`src/rtl/exc_pkg.sv`:
```
package exc_pkg;
  typedef logic [31:0] word_t;

  localparam logic [4:0] REG_BADADDR = 5'd8;
  localparam logic [4:0] REG_STATUS  = 5'd12;
  localparam logic [4:0] REG_CAUSE   = 5'd13;
  localparam logic [4:0] REG_EPC     = 5'd14;

  localparam logic [3:0] CODE_ADDR_LD = 4'd4;
  localparam logic [3:0] CODE_ADDR_ST = 4'd5;

  localparam word_t STATUS_WMASK = 32'h0000_FF3F;
  localparam word_t PC_STEP      = 32'd4;

  // push a kernel/disabled pair onto the three-level stack
  function automatic word_t status_on_entry(input word_t s);
    word_t r;
    r = s;
    r[5:0] = {s[3:0], 2'b00};
    return r;
  endfunction

  // pop one pair; the oldest pair stays where it is
  function automatic word_t status_on_return(input word_t s);
    word_t r;
    r = s;
    r[3:0] = s[5:2];
    return r;
  endfunction

  function automatic word_t epc_from_pc(input word_t pc);
    return pc - PC_STEP;
  endfunction

  function automatic logic code_records_addr(input logic [3:0] code);
    return (code == CODE_ADDR_LD) || (code == CODE_ADDR_ST);
  endfunction
endpackage

```
`src/rtl/exc_status_stack.sv`:
```
module exc_status_stack
  import exc_pkg::*;
(
  input  logic  clk,
  input  logic  rst_n,
  input  logic  enter,
  input  logic  leave,
  input  logic  wr_en,
  input  word_t wr_data,
  output word_t status_q
);
  word_t status_d;

  always_comb begin
    status_d = status_q;
    if (enter)      status_d = status_on_entry(status_q);
    else if (leave) status_d = status_on_return(status_q);
    else if (wr_en) status_d = wr_data & STATUS_WMASK;
  end

  always_ff @(posedge clk) begin
    if (!rst_n) status_q <= '0;
    else        status_q <= status_d;
  end
endmodule

```
`src/rtl/exc_cause_reg.sv`:
```
module exc_cause_reg
  import exc_pkg::*;
#(
  parameter int HW_LEVELS = 5,
  parameter int PEND_LSB  = 10
) (
  input  logic                 clk,
  input  logic                 rst_n,
  input  logic                 enter,
  input  logic [3:0]           code,
  input  logic [HW_LEVELS-1:0] irq_lines,
  input  logic [HW_LEVELS-1:0] irq_clr,
  output logic [HW_LEVELS-1:0] pend_q,
  output word_t                cause_q
);
  logic [3:0] code_q;

  always_ff @(posedge clk) begin
    if (!rst_n) code_q <= '0;
    else if (enter) code_q <= code;
  end

  // one flag per level; a new request beats a clear in the same cycle
  for (genvar i = 0; i < HW_LEVELS; i++) begin : g_pend
    always_ff @(posedge clk) begin
      if (!rst_n)            pend_q[i] <= 1'b0;
      else if (irq_lines[i]) pend_q[i] <= 1'b1;
      else if (irq_clr[i])   pend_q[i] <= 1'b0;
    end
  end

  always_comb begin
    cause_q = '0;
    cause_q[5:2] = code_q;
    cause_q[PEND_LSB +: HW_LEVELS] = pend_q;
  end
endmodule

```
`src/rtl/exc_addr_regs.sv`:
```
module exc_addr_regs
  import exc_pkg::*;
(
  input  logic       clk,
  input  logic       rst_n,
  input  logic       enter,
  input  logic [3:0] code,
  input  word_t      pc,
  input  word_t      fault_addr,
  output word_t      epc_q,
  output word_t      badaddr_q
);
  logic grab_addr;
  assign grab_addr = enter && code_records_addr(code);

  always_ff @(posedge clk) begin
    if (!rst_n) begin
      epc_q     <= '0;
      badaddr_q <= '0;
    end else begin
      if (enter)     epc_q     <= epc_from_pc(pc);
      if (grab_addr) badaddr_q <= fault_addr;
    end
  end
endmodule

```
`src/rtl/exc_state_regs.sv`:
```
module exc_state_regs
  import exc_pkg::*;
#(
  parameter int          HW_LEVELS  = 5,
  parameter int          PEND_LSB   = 10,
  parameter int          SEL_W      = 5,
  parameter logic [31:0] HANDLER_PC = 32'h8000_0080
) (
  input  logic                 clk,
  input  logic                 rst_n,
  input  logic                 exc_take,
  input  logic [3:0]           exc_code,
  input  logic [31:0]          exc_pc,
  input  logic [31:0]          exc_addr,
  input  logic                 rfe,
  input  logic                 mt_we,
  input  logic [SEL_W-1:0]     mt_sel,
  input  logic [31:0]          mt_data,
  input  logic [HW_LEVELS-1:0] irq_lines,
  input  logic [HW_LEVELS-1:0] irq_clr,
  input  logic [SEL_W-1:0]     rd_sel,
  output logic [31:0]          rd_data,
  output logic                 redirect_valid,
  output logic [31:0]          redirect_pc,
  output logic                 irq_req
);
  // named internal events
  logic do_enter, do_leave, do_write;
  word_t status_q, cause_q, epc_q, badaddr_q;
  logic [HW_LEVELS-1:0] pend_q, mask_hw;

  assign do_enter = exc_take;
  assign do_leave = rfe && !exc_take;
  assign do_write = mt_we && (mt_sel == SEL_W'(REG_STATUS)) && !exc_take && !rfe;

  exc_status_stack u_status (
    .clk(clk), .rst_n(rst_n), .enter(do_enter), .leave(do_leave),
    .wr_en(do_write), .wr_data(mt_data), .status_q(status_q)
  );

  exc_cause_reg #(.HW_LEVELS(HW_LEVELS), .PEND_LSB(PEND_LSB)) u_cause (
    .clk(clk), .rst_n(rst_n), .enter(do_enter), .code(exc_code),
    .irq_lines(irq_lines), .irq_clr(irq_clr), .pend_q(pend_q), .cause_q(cause_q)
  );

  exc_addr_regs u_addr (
    .clk(clk), .rst_n(rst_n), .enter(do_enter), .code(exc_code),
    .pc(exc_pc), .fault_addr(exc_addr), .epc_q(epc_q), .badaddr_q(badaddr_q)
  );

  assign mask_hw = status_q[PEND_LSB +: HW_LEVELS];
  assign irq_req = (|(pend_q & mask_hw)) && status_q[0];

  assign redirect_valid = do_enter;
  assign redirect_pc    = do_enter ? HANDLER_PC : '0;

  always_comb begin
    unique case (rd_sel)
      SEL_W'(REG_BADADDR): rd_data = badaddr_q;
      SEL_W'(REG_STATUS):  rd_data = status_q;
      SEL_W'(REG_CAUSE):   rd_data = cause_q;
      SEL_W'(REG_EPC):     rd_data = epc_q;
      default:             rd_data = '0;
    endcase
  end
endmodule

```
`config.mk`:
```
export PLATFORM = sky130hd
export DESIGN_NAME = exc_state_regs
export DESIGN_NICKNAME = d
export VERILOG_FILES = /design/src/rtl/exc_pkg.sv /design/src/rtl/exc_status_stack.sv /design/src/rtl/exc_cause_reg.sv /design/src/rtl/exc_addr_regs.sv /design/src/rtl/exc_state_regs.sv
export SDC_FILE = /design/constraint.sdc
export NUM_CORES = 1
export LEC_CHECK = 0
export ABC_AREA = 1
export CORE_MARGIN = 5
export CORE_UTILIZATION = 44
export DETAILED_ROUTE_END_ITERATION = 10
export GPL_ROUTABILITY_DRIVEN = 0
export HOLD_SLACK_MARGIN = 0.08
export PLACE_DENSITY = 0.9
export SYNTH_ARGS = -nofsm -noshare
export SYNTH_HDL_FRONTEND = slang
export SYNTH_SLANG_ARGS = --single-unit
```
`constraint.sdc`:
```
create_clock -name clk -period 1.92 [get_ports clk]
set_clock_uncertainty 0.05 [all_clocks]
set_input_delay 0.384 -clock clk [delete_from_list [all_inputs] [get_ports clk]]
set_output_delay 0.384 -clock clk [all_outputs]
set_load 0.05 [all_outputs]
```
==> metrics.md <==
| Metric | Value |
|---|---|
| Outcome | `finished with violations` |
| Failing checks | `setup timing` |
| Max Root-Sink Buffers | `2` |
| Clk_lat worst skew | `350 ps` |
| Slowest-stage cell, CP | `o211ai_1` |
| DRC errors left | `0` |
| GR Overflow Total | `0` |
| Top FF cell, synth | `dfxtp_1` |
| Total GRT Usage | `24.54%` |
| Post-Synth XOR/XNOR Area | `1.427%` |
| Share of cells above drive strength 1 | `19.85%` |
| Clock Pin Slew Worst Setup and Hold Paths | `100 ps` |
| Area leader, netlist | `dfxtp_1` |
| Simple-gate area share of the yosys netlist | `29.13%` |
| Met2 Usage GRT | `43.33%` |
| Crit-path cells | `buf_8 > nor2_4 > nand4_1 > buf_6 > buf_6 > o211ai_1 > buf_12` |
| WL/cell | `15.80 um` |
| Worst setup path class | `in2out` |
| Leakage | `0.003345 uW` |
| Asr flop ratio synth | `0%` |
| Starting density of the core | `45.09%` |
| DPL Wire Length | `12.23 mm` |
| Die height | `115.6 um` |
| Die area | `0.01337 sq mm` |
| Syn_area_per_cell | `6.418 sq um` |
| Top post-synthesis cells by area | `dfxtp_1 (35%), nor2_1 (11%), nand2_1 (11%), o21ai_0 (8.2%), inv_1 (7.4%)` |
| CP delay by family, top | `buffers and inverters` |
| Worst Path Arrival | `1570 ps` |
| Period utilization | `104.2%` |
| Combinational Power Share | `23.1%` |
| Max-cap viol count | `0` |
| Initial DRC Count | `462` |
| CTS sink count | `87` |
| Pre-CTS setup slack | `-479.9 ps` |
| Final Max Tran Viols | `0` |
| N_diodes | `0` |
| Largest net degree at the start of global routing | `40` |
| Vias in the first global route | `5594` |
| Fmax | `499.8 MHz` |
| Initial antenna violation count | `0` |
| Final hold slack | `419.1 ps` |
| Register area share after synthesis | `35.47%` |
| Sw frac | `30.95%` |
| Root Buffer | `clkbuf_8` |
| Cell count after synthesis | `765` |
| Most Crowded Layer GR | `met2` |
| Final Non-Filler Cells | `1092` |
| Hold_buf cts | `0` |
| Vias | `5639` |
| Minimum clock period | `2001 ps` |
| Crit path top cell by count | `buf_6` |
| RSZ-0062 raised after global routing | `yes` |
| Largest family of logic cells by synthesized area | `simple AND/OR/NAND/NOR gates` |
| Top-area cell type share of the netlist area | `35.47%` |
| Compound-gate portion of the synthesized area | `18.07%` |
| Cell Int Power | `2814 uW` |
| Number of I/O port buffers | `142` |
| Post-synthesis adder-cell area fraction | `0.2548%` |
| Distinct cells, synth | `37` |
| CP Buf/Inv Count | `4` |
| Fin nets | `1073` |
| IO Count | `191` |
| Clock power frac | `29.4%` |
| Mux contribution to synthesized area | `0%` |
| Multi-input logic area | `0.002779 sq mm` |
| FP Rows | `38` |
| Fillers | `774` |
| Most common cell in the netlist | `nor2_1` |
| CP peak stage delay | `320 ps` |
| Worst-case vdd ir drop | `0.3120 mV` |
| DR pass1 iterations | `5` |
| H-tree Lvls | `3` |
| Layout Utilization | `70.71%` |
| Fin. Hold Viols | `0` |
| Area Overhead vs Synth | `56.80%` |
| First-pass GRT wire length | `26.26 mm` |
| TritonCTS buffer count | `9` |
| EDFF count, synth | `0` |
| Cell Area, Synth | `0.004910 sq mm` |
| Final setup viols | `17` |
| YS warnings | `0` |
| Vias per cell | `5.164` |
| Synth cell count leaders | `nor2_1 (143), nand2_1 (139), inv_1 (97)` |
| Reg power frac | `47.4%` |
| Register area | `0.001742 sq mm` |
| Die Span X | `115.6 um` |
| Req. time, crit path | `1490 ps` |
| Met3 usage | `4.752%` |
| Min-Delay Path Class | `reg2reg` |
| Inst Count DP | `1067` |
| Crit. End Element | `output port` |
| Startpoint types | `input port` |
| Switch Pwr | `1261 uW` |
| CTS tree | `built` |
| Core Region | `0.01089 sq mm` |
| Total Wirelength | `17.25 mm` |
| Setup ws final | `-80.90 ps` |
| Met1 usage | `29.46%` |
| FF+latch count, synth | `87` |
| Pwr dens | `529.4 mW/mm^2` |
| Final ANT Viol Nets | `0` |
| CP Max Fanout | `4` |
==> per-stage QoR <==
stage          setup TNS [ps]  cell area, sq um  total power [uW]
6_report               -521.6              7699              4076
3_3_place_gp           -15000              7097              2832
2_1_floorplan           -2036              5074              2464
4_1_cts                     0              7485              4046
5_1_grt                 -1232              7699              4250
3_5_place_dp           -16610              7097              2850
==> cells by family after synthesis <==
kind of cell | after synthesis
AO/OA/AOI/OAI | 159
AND/OR/NAND/NOR | 345
adder cells (fa/ha/maj) | 1
XOR/XNOR | 8
flip-flops | 87
other | 1
buffers and inverters | 164
==> worst paths after layout <==
path,startpoint,endpoint,slack [ps],depth (start not counted)
worst max-delay path,rd_sel[0],rd_data[8],-80,7
worst min-delay path,u_status.status_q[0],u_status.status_q[0],420,2
worst max register to register,u_status.status_q[1],u_status.status_q[3],990,4
worst min register to register,u_status.status_q[0],u_status.status_q[0],420,2
==> worst register-to-register path: cells and delay by family, from the launching register on <==
family	cells	cell delay, ps
AOI/OAI and AO/OA	2	320
buffers and inverters	1	70
and+or+nand+nor	1	80
DFF	1	350
==> power by group through the flow <==
stage | sequential (uW) | clock, uW | combinational [uW]
global route | 1940 | 1290 | 1020
global placement | 1970 | 0 | 865
detailed placement | 1970 | 0 | 882
floorplan | 1960 | 0 | 507
finish | 1930 | 1200 | 943
CTS | 1930 | 1210 | 906
==> placed cells by master (no fill, tap or decap), types with 3 or more instances in the layout <==
| cell | n |
|---|---|
| conb_1 | 30 |
| inv_1 | 94 |
| a21oi_2 | 4 |
| inv_2 | 4 |
| o21ai_0 | 63 |
| o21ai_1 | 8 |
| buf_12 | 40 |
| buf_8 | 3 |
| nand4_1 | 8 |
| xor2_1 | 6 |
| a22o_1 | 3 |
| o22ai_2 | 3 |
| buf_4 | 44 |
| clkbuf_16 | 3 |
| nor2_4 | 6 |
| o2111ai_4 | 3 |
| nand3_1 | 28 |
| nand2_4 | 4 |
| o21ai_2 | 11 |
| o211ai_1 | 8 |
| buf_6 | 12 |
| nand2_1 | 129 |
| a31oi_1 | 3 |
| clkbuf_8 | 10 |
| dfxtp_1 | 87 |
| clkdlybuf4s50_1 | 101 |
| nor2_2 | 10 |
| a21oi_1 | 40 |
| nand2_2 | 11 |
| nor2_1 | 141 |
==> repair_timing <==
| item | CTS | global route |
|---|---|---|
| gates cloned | 3 | 0 |
| pin swaps | 9 | 10 |
| setup endpoints to repair | 32 | 35 |
| setup buffers | 3 | 4 |
| gates resized for setup | 53 | 52 |
==> flip-flops by register name (all words and copies together), names as in the netlist <==
signal and cells:
u_addr.badaddr_q 32, u_addr.epc_q 32, u_status.status_q 14, u_cause.cause_q 5, u_cause.code_q 4
==> area by class of cell <==
class / count / share of cell area (%)
Inverter: 101 / 5.071
Clock inverter: 5 / 0.5363
Multi-Input combinational cell: 543 / 36.10
Tap cell: 140 / 2.275
Timing Repair Buffer: 205 / 31.56
Clock buffer: 11 / 1.837
Sequential cell: 87 / 22.62
==> layer usage <==
metal | routed length [um] | share of wire [%]
met3 | 1517 | 8.8
met1 | 6486 | 38
met4 | 431 | 2.5
met2 | 8819 | 51
met5 | 0 | 0
No activity file was read; power rests on OpenSTA's default activity.
